==> src/rtl/brx_pkg.sv <==
package brx_pkg;

    typedef enum logic [2:0] {
        BR_ALWAYS     = 3'd0,
        BR_COND       = 3'd1,
        BR_VIA_LINK   = 3'd2,
        BR_VIA_COUNT  = 3'd3,
        BR_VIA_TARGET = 3'd4
    } br_kind_e;

    // Kinds that decrement and test the count register
    function automatic logic kind_uses_count(input br_kind_e k);
        return (k == BR_COND) || (k == BR_VIA_LINK) || (k == BR_VIA_TARGET);
    endfunction

endpackage

==> src/rtl/brx_ctr_eval.sv <==
module brx_ctr_eval #(
    parameter int XLEN = 64
) (
    input  logic [XLEN-1:0] ctr,
    input  logic            mode64,
    input  logic            use_count,
    input  logic            skip_count,
    input  logic            on_zero,
    output logic [XLEN-1:0] ctr_next,
    output logic            dec_en,
    output logic            ctr_ok
);
    localparam int HALF = XLEN / 2;

    logic [XLEN-1:0] dec;
    logic            nz_full;
    logic            nz_low;
    logic            nz_sel;

    always_comb begin
        dec     = ctr - XLEN'(1);
        nz_full = |dec;
        nz_low  = |dec[HALF-1:0];
        nz_sel  = mode64 ? nz_full : nz_low;
        dec_en  = use_count & ~skip_count;
        ctr_next = dec_en ? dec : ctr;
        if (!use_count || skip_count) begin
            ctr_ok = 1'b1;
        end else begin
            ctr_ok = nz_sel ^ on_zero;
        end
    end
endmodule

==> src/rtl/brx_cr_eval.sv <==
module brx_cr_eval #(
    parameter int CR_W = 32,
    parameter int BI_W = $clog2(CR_W)
) (
    input  logic [CR_W-1:0] cr,
    input  logic [BI_W-1:0] bi,
    input  logic            ignore_cr,
    input  logic            want_bit,
    output logic            cr_ok
);
    logic [BI_W-1:0] pos;

    always_comb begin
        // index counted from the most significant bit
        pos   = BI_W'(CR_W - 1) - bi;
        cr_ok = ignore_cr | (cr[pos] == want_bit);
    end
endmodule

==> src/rtl/brx_addr_gen.sv <==
module brx_addr_gen
    import brx_pkg::*;
#(
    parameter int XLEN = 64,
    parameter int LI_W = 24,
    parameter int BD_W = 14
) (
    input  br_kind_e        kind,
    input  logic            aa,
    input  logic [LI_W-1:0] disp,
    input  logic [XLEN-1:0] cia,
    input  logic [XLEN-1:0] lr,
    input  logic [XLEN-1:0] ctr,
    input  logic [XLEN-1:0] tar,
    input  logic            mode64,
    input  logic            taken,
    output logic [XLEN-1:0] next_addr,
    output logic [XLEN-1:0] link_val
);
    localparam int HALF = XLEN / 2;
    localparam logic [XLEN-1:0] ALIGN = ~XLEN'(3);

    logic [XLEN-1:0] li_off;
    logic [XLEN-1:0] bd_off;
    logic [XLEN-1:0] off;
    logic [XLEN-1:0] rel_tgt;
    logic [XLEN-1:0] tgt;
    logic [XLEN-1:0] seq;
    logic [XLEN-1:0] raw;
    logic [XLEN-1:0] hi_mask;

    generate
        if (XLEN > 32) begin : g_mode_mask
            assign hi_mask = mode64 ? '1 : {{(XLEN-HALF){1'b0}}, {HALF{1'b1}}};
        end else begin : g_no_mask
            assign hi_mask = '1;
        end
    endgenerate

    always_comb begin
        li_off  = {{(XLEN-LI_W-2){disp[LI_W-1]}}, disp, 2'b00};
        bd_off  = {{(XLEN-BD_W-2){disp[BD_W-1]}}, disp[BD_W-1:0], 2'b00};
        off     = (kind == BR_ALWAYS) ? li_off : bd_off;
        rel_tgt = aa ? off : (cia + off);
        seq     = cia + XLEN'(4);
        unique case (kind)
            BR_ALWAYS, BR_COND: tgt = rel_tgt;
            BR_VIA_LINK:        tgt = lr & ALIGN;
            BR_VIA_COUNT:       tgt = ctr & ALIGN;
            BR_VIA_TARGET:      tgt = tar & ALIGN;
            default:            tgt = seq;
        endcase
        raw       = taken ? tgt : seq;
        next_addr = raw & hi_mask;
        link_val  = seq & hi_mask;
    end
endmodule

==> src/rtl/brx_unit.sv <==
module brx_unit
    import brx_pkg::*;
#(
    parameter int XLEN = 64,
    parameter int CR_W = 32,
    parameter int LI_W = 24,
    parameter int BD_W = 14,
    parameter int BO_W = 5,
    parameter int BI_W = $clog2(CR_W)
) (
    input  logic            clk,
    input  logic            rst_n,
    input  logic [2:0]      kind,
    input  logic            aa,
    input  logic            lk,
    input  logic [BO_W-1:0] bo,
    input  logic [BI_W-1:0] bi,
    input  logic [LI_W-1:0] disp,
    input  logic [XLEN-1:0] cia,
    input  logic [CR_W-1:0] cr,
    input  logic [XLEN-1:0] ctr,
    input  logic [XLEN-1:0] lr,
    input  logic [XLEN-1:0] tar,
    input  logic            mode64,
    output logic [XLEN-1:0] next_addr,
    output logic            taken,
    output logic [XLEN-1:0] ctr_new,
    output logic            ctr_we,
    output logic [XLEN-1:0] lr_new,
    output logic            lr_we
);
    // option field positions, OPT0 is the MSB
    localparam int OPT_IGN_CR  = BO_W - 1;
    localparam int OPT_WANT    = BO_W - 2;
    localparam int OPT_NO_CTR  = BO_W - 3;
    localparam int OPT_ON_ZERO = BO_W - 4;

    typedef struct packed {
        logic [XLEN-1:0] next_addr;
        logic            taken;
        logic [XLEN-1:0] ctr_new;
        logic            ctr_we;
        logic [XLEN-1:0] lr_new;
        logic            lr_we;
    } br_res_t;

    br_kind_e        kind_e;
    logic            use_count;
    logic [XLEN-1:0] ctr_next;
    logic            dec_en;
    logic            ctr_ok;
    logic            cr_ok;
    logic            take;
    logic [XLEN-1:0] next_pc;
    logic [XLEN-1:0] link_val;
    logic            unused_hint;
    br_res_t         res_d;
    br_res_t         res_q;
    logic            live_q;

    assign kind_e      = br_kind_e'(kind);
    assign use_count   = kind_uses_count(kind_e);
    assign unused_hint = &{1'b0, bo[0]};

    brx_ctr_eval #(.XLEN(XLEN)) i_ctr (
        .ctr        (ctr),
        .mode64     (mode64),
        .use_count  (use_count),
        .skip_count (bo[OPT_NO_CTR]),
        .on_zero    (bo[OPT_ON_ZERO]),
        .ctr_next   (ctr_next),
        .dec_en     (dec_en),
        .ctr_ok     (ctr_ok)
    );

    brx_cr_eval #(.CR_W(CR_W), .BI_W(BI_W)) i_cr (
        .cr        (cr),
        .bi        (bi),
        .ignore_cr (bo[OPT_IGN_CR]),
        .want_bit  (bo[OPT_WANT]),
        .cr_ok     (cr_ok)
    );

    always_comb begin
        unique case (kind_e)
            BR_ALWAYS:                           take = 1'b1;
            BR_VIA_COUNT:                        take = cr_ok;
            BR_COND, BR_VIA_LINK, BR_VIA_TARGET: take = cr_ok & ctr_ok;
            default:                             take = 1'b0;
        endcase
    end

    brx_addr_gen #(.XLEN(XLEN), .LI_W(LI_W), .BD_W(BD_W)) i_addr (
        .kind      (kind_e),
        .aa        (aa),
        .disp      (disp),
        .cia       (cia),
        .lr        (lr),
        .ctr       (ctr),
        .tar       (tar),
        .mode64    (mode64),
        .taken     (take),
        .next_addr (next_pc),
        .link_val  (link_val)
    );

    always_comb begin
        res_d           = '0;
        res_d.next_addr = next_pc;
        res_d.taken     = take;
        res_d.ctr_new   = ctr_next;
        res_d.ctr_we    = dec_en;
        res_d.lr_new    = link_val;
        res_d.lr_we     = lk;
    end

    always_ff @(posedge clk or negedge rst_n) begin
        if (!rst_n) begin
            res_q  <= '0;
            live_q <= 1'b0;
        end else begin
            res_q  <= res_d;
            live_q <= 1'b1;
        end
    end

    assign next_addr = res_q.next_addr;
    assign taken     = res_q.taken;
    assign ctr_new   = res_q.ctr_new;
    assign ctr_we    = res_q.ctr_we;
    assign lr_new    = res_q.lr_new;
    assign lr_we     = res_q.lr_we;

    AST_ALWAYS_TAKEN: assert property (@(posedge clk) disable iff (!rst_n)
        (kind == 3'd0) |=> (taken && !ctr_we));

    AST_LINK_FOLLOWS_LK: assert property (@(posedge clk) disable iff (!rst_n)
        live_q |-> (lr_we == $past(lk)));

    AST_LINK_VALUE: assert property (@(posedge clk) disable iff (!rst_n)
        (lk && mode64) |=> (lr_new == $past(cia) + XLEN'(4)));

    AST_DEC_BY_ONE: assert property (@(posedge clk) disable iff (!rst_n)
        ctr_we |-> (ctr_new == $past(ctr) - XLEN'(1)));

    AST_FALLTHROUGH: assert property (@(posedge clk) disable iff (!rst_n)
        (live_q && !taken && $past(mode64)) |-> (next_addr == $past(cia) + XLEN'(4)));

    AST_COUNT_KIND_KEEPS: assert property (@(posedge clk) disable iff (!rst_n)
        (kind == 3'd3) |=> !ctr_we);

    AST_HIGH_HALF_CLEAR: assert property (@(posedge clk) disable iff (!rst_n)
        !mode64 |=> ((next_addr[XLEN-1:XLEN/2] == '0) && (lr_new[XLEN-1:XLEN/2] == '0)));
endmodule

==> config.mk <==
export PLATFORM = sky130hd
export DESIGN_NAME = brx_unit
export DESIGN_NICKNAME = d
export VERILOG_FILES = /design/src/rtl/brx_pkg.sv /design/src/rtl/brx_ctr_eval.sv /design/src/rtl/brx_cr_eval.sv /design/src/rtl/brx_addr_gen.sv /design/src/rtl/brx_unit.sv
export SDC_FILE = /design/constraint.sdc
export NUM_CORES = 1
export LEC_CHECK = 0
export BUFFER_PORTS_ARGS = -buffer_cell sky130_fd_sc_hd__buf_2
export CAP_MARGIN = 15
export CORE_AREA = 2 2 204 206
export DETAILED_ROUTE_END_ITERATION = 7
export DIE_AREA = 0 0 206 208
export GPL_TIMING_DRIVEN = 0
export HOLD_SLACK_MARGIN = 0.02
export SLEW_MARGIN = 5
export SYNTH_ARGS = -nofsm -noshare
export SYNTH_HDL_FRONTEND = slang
export SYNTH_SLANG_ARGS = --single-unit
export TNS_END_PERCENT = 30
==> constraint.sdc <==
create_clock -name clk -period 0.8 [get_ports clk]
set_input_delay 0.12 -clock clk [delete_from_list [all_inputs] [get_ports clk]]
set_output_delay 0.12 -clock clk [all_outputs]
set_load 0.02 [all_outputs]
==> summary.md <==
| Metric | Value |
|---|---|
| Clock sink count | `195` |
| Mapped Area | `15600 sq um` |
| Final hold slack | `-384 ps` |
| Placeable Area | `40600 sq um` |
| Final Cycle Share | `463%` |
| Relative slew slack | `25.4%` |
| Synth warn | `0` |
| CP Data Required Time | `1170 ps` |
| Fmax | `0.270 GHz` |
| GR Overflow Total | `0` |
| Synthesis-stage register bit count | `about 200` |
| FF/Latch Area | `slightly below 5000 sq um` |
| Met3 GRT Util | `5.48%` |
| Hold Vio Cnt, Final | `118` |
| Post-Route WL | `about 87 mm` |
| Layout Nets | `2945` |
| Min cycle time layout | `about 3700 ps` |
| Leading post-synthesis cells by cell area | `dfrtp_1, xor2_1, ha_1, xnor2_1, a21oi_1` |
| Hold Crit Class | `input pin to asynchronous set/reset pin` |
| Final GP Congestion | `1.03` |
| Top-count cell post-synth | `dfrtp_1` |
| Startpoint Class | `input pin` |
| Crit path cell chain | `clkbuf_16 -> or2_4 -> nor2_4 -> nor2b_1 -> clkbuf_8 -> a21oi_4 -> clkinvlp_4 -> buf_12 -> ha_4 -> clkbuf_8 -> a21oi_2 -> o21bai_1 -> a21oi_1 -> o21ai_1 -> a32oi_2 -> buf_4 -> a31oi_4 -> a221oi_4 -> o21bai_1 -> xnor2_1 -> a21oi_1 -> o221a_1` |
| Vias per std cell | `6.07` |
| M1 GR Usage | `between 50% and 60%` |
| GRT Max-Usage Layer | `met2` |
| GRT Total Usage | `38.8%` |
| Max-Cap Viols | `0` |
| Area fraction of the dominant cell type after synthesis | `about 31%` |
| # port buffers | `488` |
| Ys async rst share | `100%` |
| Effective utilization at floorplan | `38.5%` |
| Clock slew at reported path FFs | `80 ps` |
| Crit path DAT | `4080 ps` |
| Slowest stage delay, CP | `300 ps` |
| Critical path type | `input pin to flip-flop` |
| EDFF count, synth | `0` |
| Unique masters post-synth | `83` |
| Area Overhead vs Synth | `60.7%` |
| Commonest cells in the netlist | `dfrtp_1, nor2_1, nand2_1` |
| Power Density | `1470 nW/um^2` |
| RSZ-0062 raised after global routing | `yes` |
| Final worst slack | `-2900 ps` |
| Design area | `25100 sq um` |
| Total power | `36.9 mW` |
| Failing checks | `hold timing, setup timing` |
| Top delay family on crit path | `compound AO/OA/AOI/OAI gates` |
| Fillers | `3510` |
| Footprint of the multi-input gates | `13200 sq um` |
| CTS HTree Levels | `4` |
| Iteration-0 DRC Markers | `1760` |
| Max-slew violations | `0` |
| Critical path capture point type | `flip-flop` |
| Dominant cell type by area after synthesis | `dfrtp_1` |
| Leakage | `10.9 nW` |
| Die W | `206 um` |
| Initial antenna violation count | `14` |
| CP Buf/Inv Count | `6` |
| VDD IR max | `1.76 mV` |
| First-pass GRT wire length | `121 mm` |
| Average size of a mapped cell | `8.53 sq um` |
| Sequential share of the synthesized area | `31.3%` |
| Pre-CTS setup slack | `-5130 ps` |
| Largest net degree at the start of global routing | `105` |
| Crit path max fanout | `10` |
| Drt first pass iters | `7` |
| Die area | `42800 sq um` |
| Syn nets | `approximately 2200` |
| Status | `finished, violations left` |
| Root Buffer | `clkbuf_16` |
| Final setup violation count | `380` |
| Routed Antenna Nets | `0` |
| Vias post-DR | `18900` |
| CTS tree | `built` |
| HPWL Detailed | `67.2 mm` |
| Site Rows | `74` |
| Number of CTS-inserted buffers | `17` |
| DR WL/cell | `28.0 um` |
| GR Util met2 | `between 60% and 70%` |
| Vias in the first global route | `~18000` |
| DRC viols | `0` |
| Die H | `about 210 um` |
| Clk buf depth | `2` |
| Mapped Cells | `1829` |
| Post-place instance area | `approximately 19000 sq um` |
| Crit-path slowest cell | `a221oi_4` |
| Share of layout cells above drive strength 1 | `47.1%` |
| Post-synth top flop | `dfrtp_1` |
| IO Pins | `~530` |
| Slew @ Worst Pin | `around 1100 ps` |
==> layout make-up <==
class | instances | share of cell area [%]
Antenna cell | 12 | 0.120
Buffer | 93 | 2.53
Clock buffer | 20 | 1.86
Clock inverter | 12 | 0.549
Inverter | 33 | 0.669
Multi-Input combinational cell | 1479 | 52.6
Sequential cell | 195 | 19.5
Tap cell | 532 | 2.65
Timing Repair Buffer | 728 | 19.5
Timing Repair inverter | 3 | 0.0898
==> cells in the final DEF, fill, tap and decap left out, drive strengths merged, types with 12 or more instances in the layout <==
cell	count
buf	696
dfrtp	195
nor2	160
nand2	149
a21oi	121
xor2	106
o21ai	101
xnor2	86
clkbuf	81
nand3	78
dlygate4sd3	64
ha	64
nor3	63
mux2i	57
a21o	53
nor4	43
nand4	39
inv	34
mux2	33
and3	24
o31ai	23
and2	21
a31oi	20
o21bai	17
a221oi	17
o221ai	15
nand2b	15
or3	14
a211oi	14
and4	14
diode	12
or4	12
==> flip-flops by register name (all words and copies together), names as in the netlist <==
signal	cells
ctr_new	64
next_addr	64
ctr_we	1
lr_new	64
lr_we	1
taken	1
==> report_power, final <==
group | switching (mW) | total (mW) | internal, mW
sequential | 0.317 | 11.0 | 10.7
clock | 4.60 | 9.27 | 4.67
combinational | 9.87 | 16.7 | 6.79
total | 14.8 | 36.9 | 22.1
==> path summary, 6_finish.rpt <==
path                          from                       to  slack [ps]  depth (start not counted)
min in group clk           cia[13]     lr_new[13]$_DFF_PN0_        -110                          2
setup / recovery           kind[1]  next_addr[56]$_DFF_PN0_       -2900                         22
max in group asynchronous    rst_n  next_addr[53]$_DFF_PN0_         150                          2
hold / removal               rst_n    ctr_new[11]$_DFF_PN0_        -380                          1
==> timing repair <==
action	CTS	global route
pin swaps	98	141
setup endpoints to repair	380	381
gates resized for setup	406	343
setup buffers	79	93
hold buffers	61	3
hold endpoints to repair	195	127
cloned	8	0
==> layer usage <==
| layer | vias up | wire, um | share of wire [%] |
|---|---|---|---|
| met5 | - | 27 | 0.031 |
| met4 | 4 | 4560 | 5.2 |
| met3 | 221 | 6700 | 7.7 |
| met2 | 1106 | 40600 | 47 |
| met1 | 9381 | 35200 | 40 |
| li1 | 8157 | - | - |
==> cell families after synthesis <==
kind of cell,synth area share [%]
compound gates,19.2
fa+ha+maj,5.26
xor+xnor,10.8
buf+inv,4.04
simple gates,21.6
flops,31.3
mux,7.87
==> metrics by stage <==
step / setup TNS (ps) / instances / hold WS [ps] / util (%)
2_1_floorplan: -316850 / 1829 / -176 / -
3_3_place_gp: -1223140 / 2849 / 229 / 46.9
3_5_place_dp: -525820 / 2851 / 161 / 47.0
4_1_cts: -327680 / 3008 / -362 / 56.2
5_1_grt: -330330 / 3106 / -324 / 61.8
6_report: -314680 / 3107 / -384 / 61.8
Note: power is estimated with default switching activity, not from simulation.
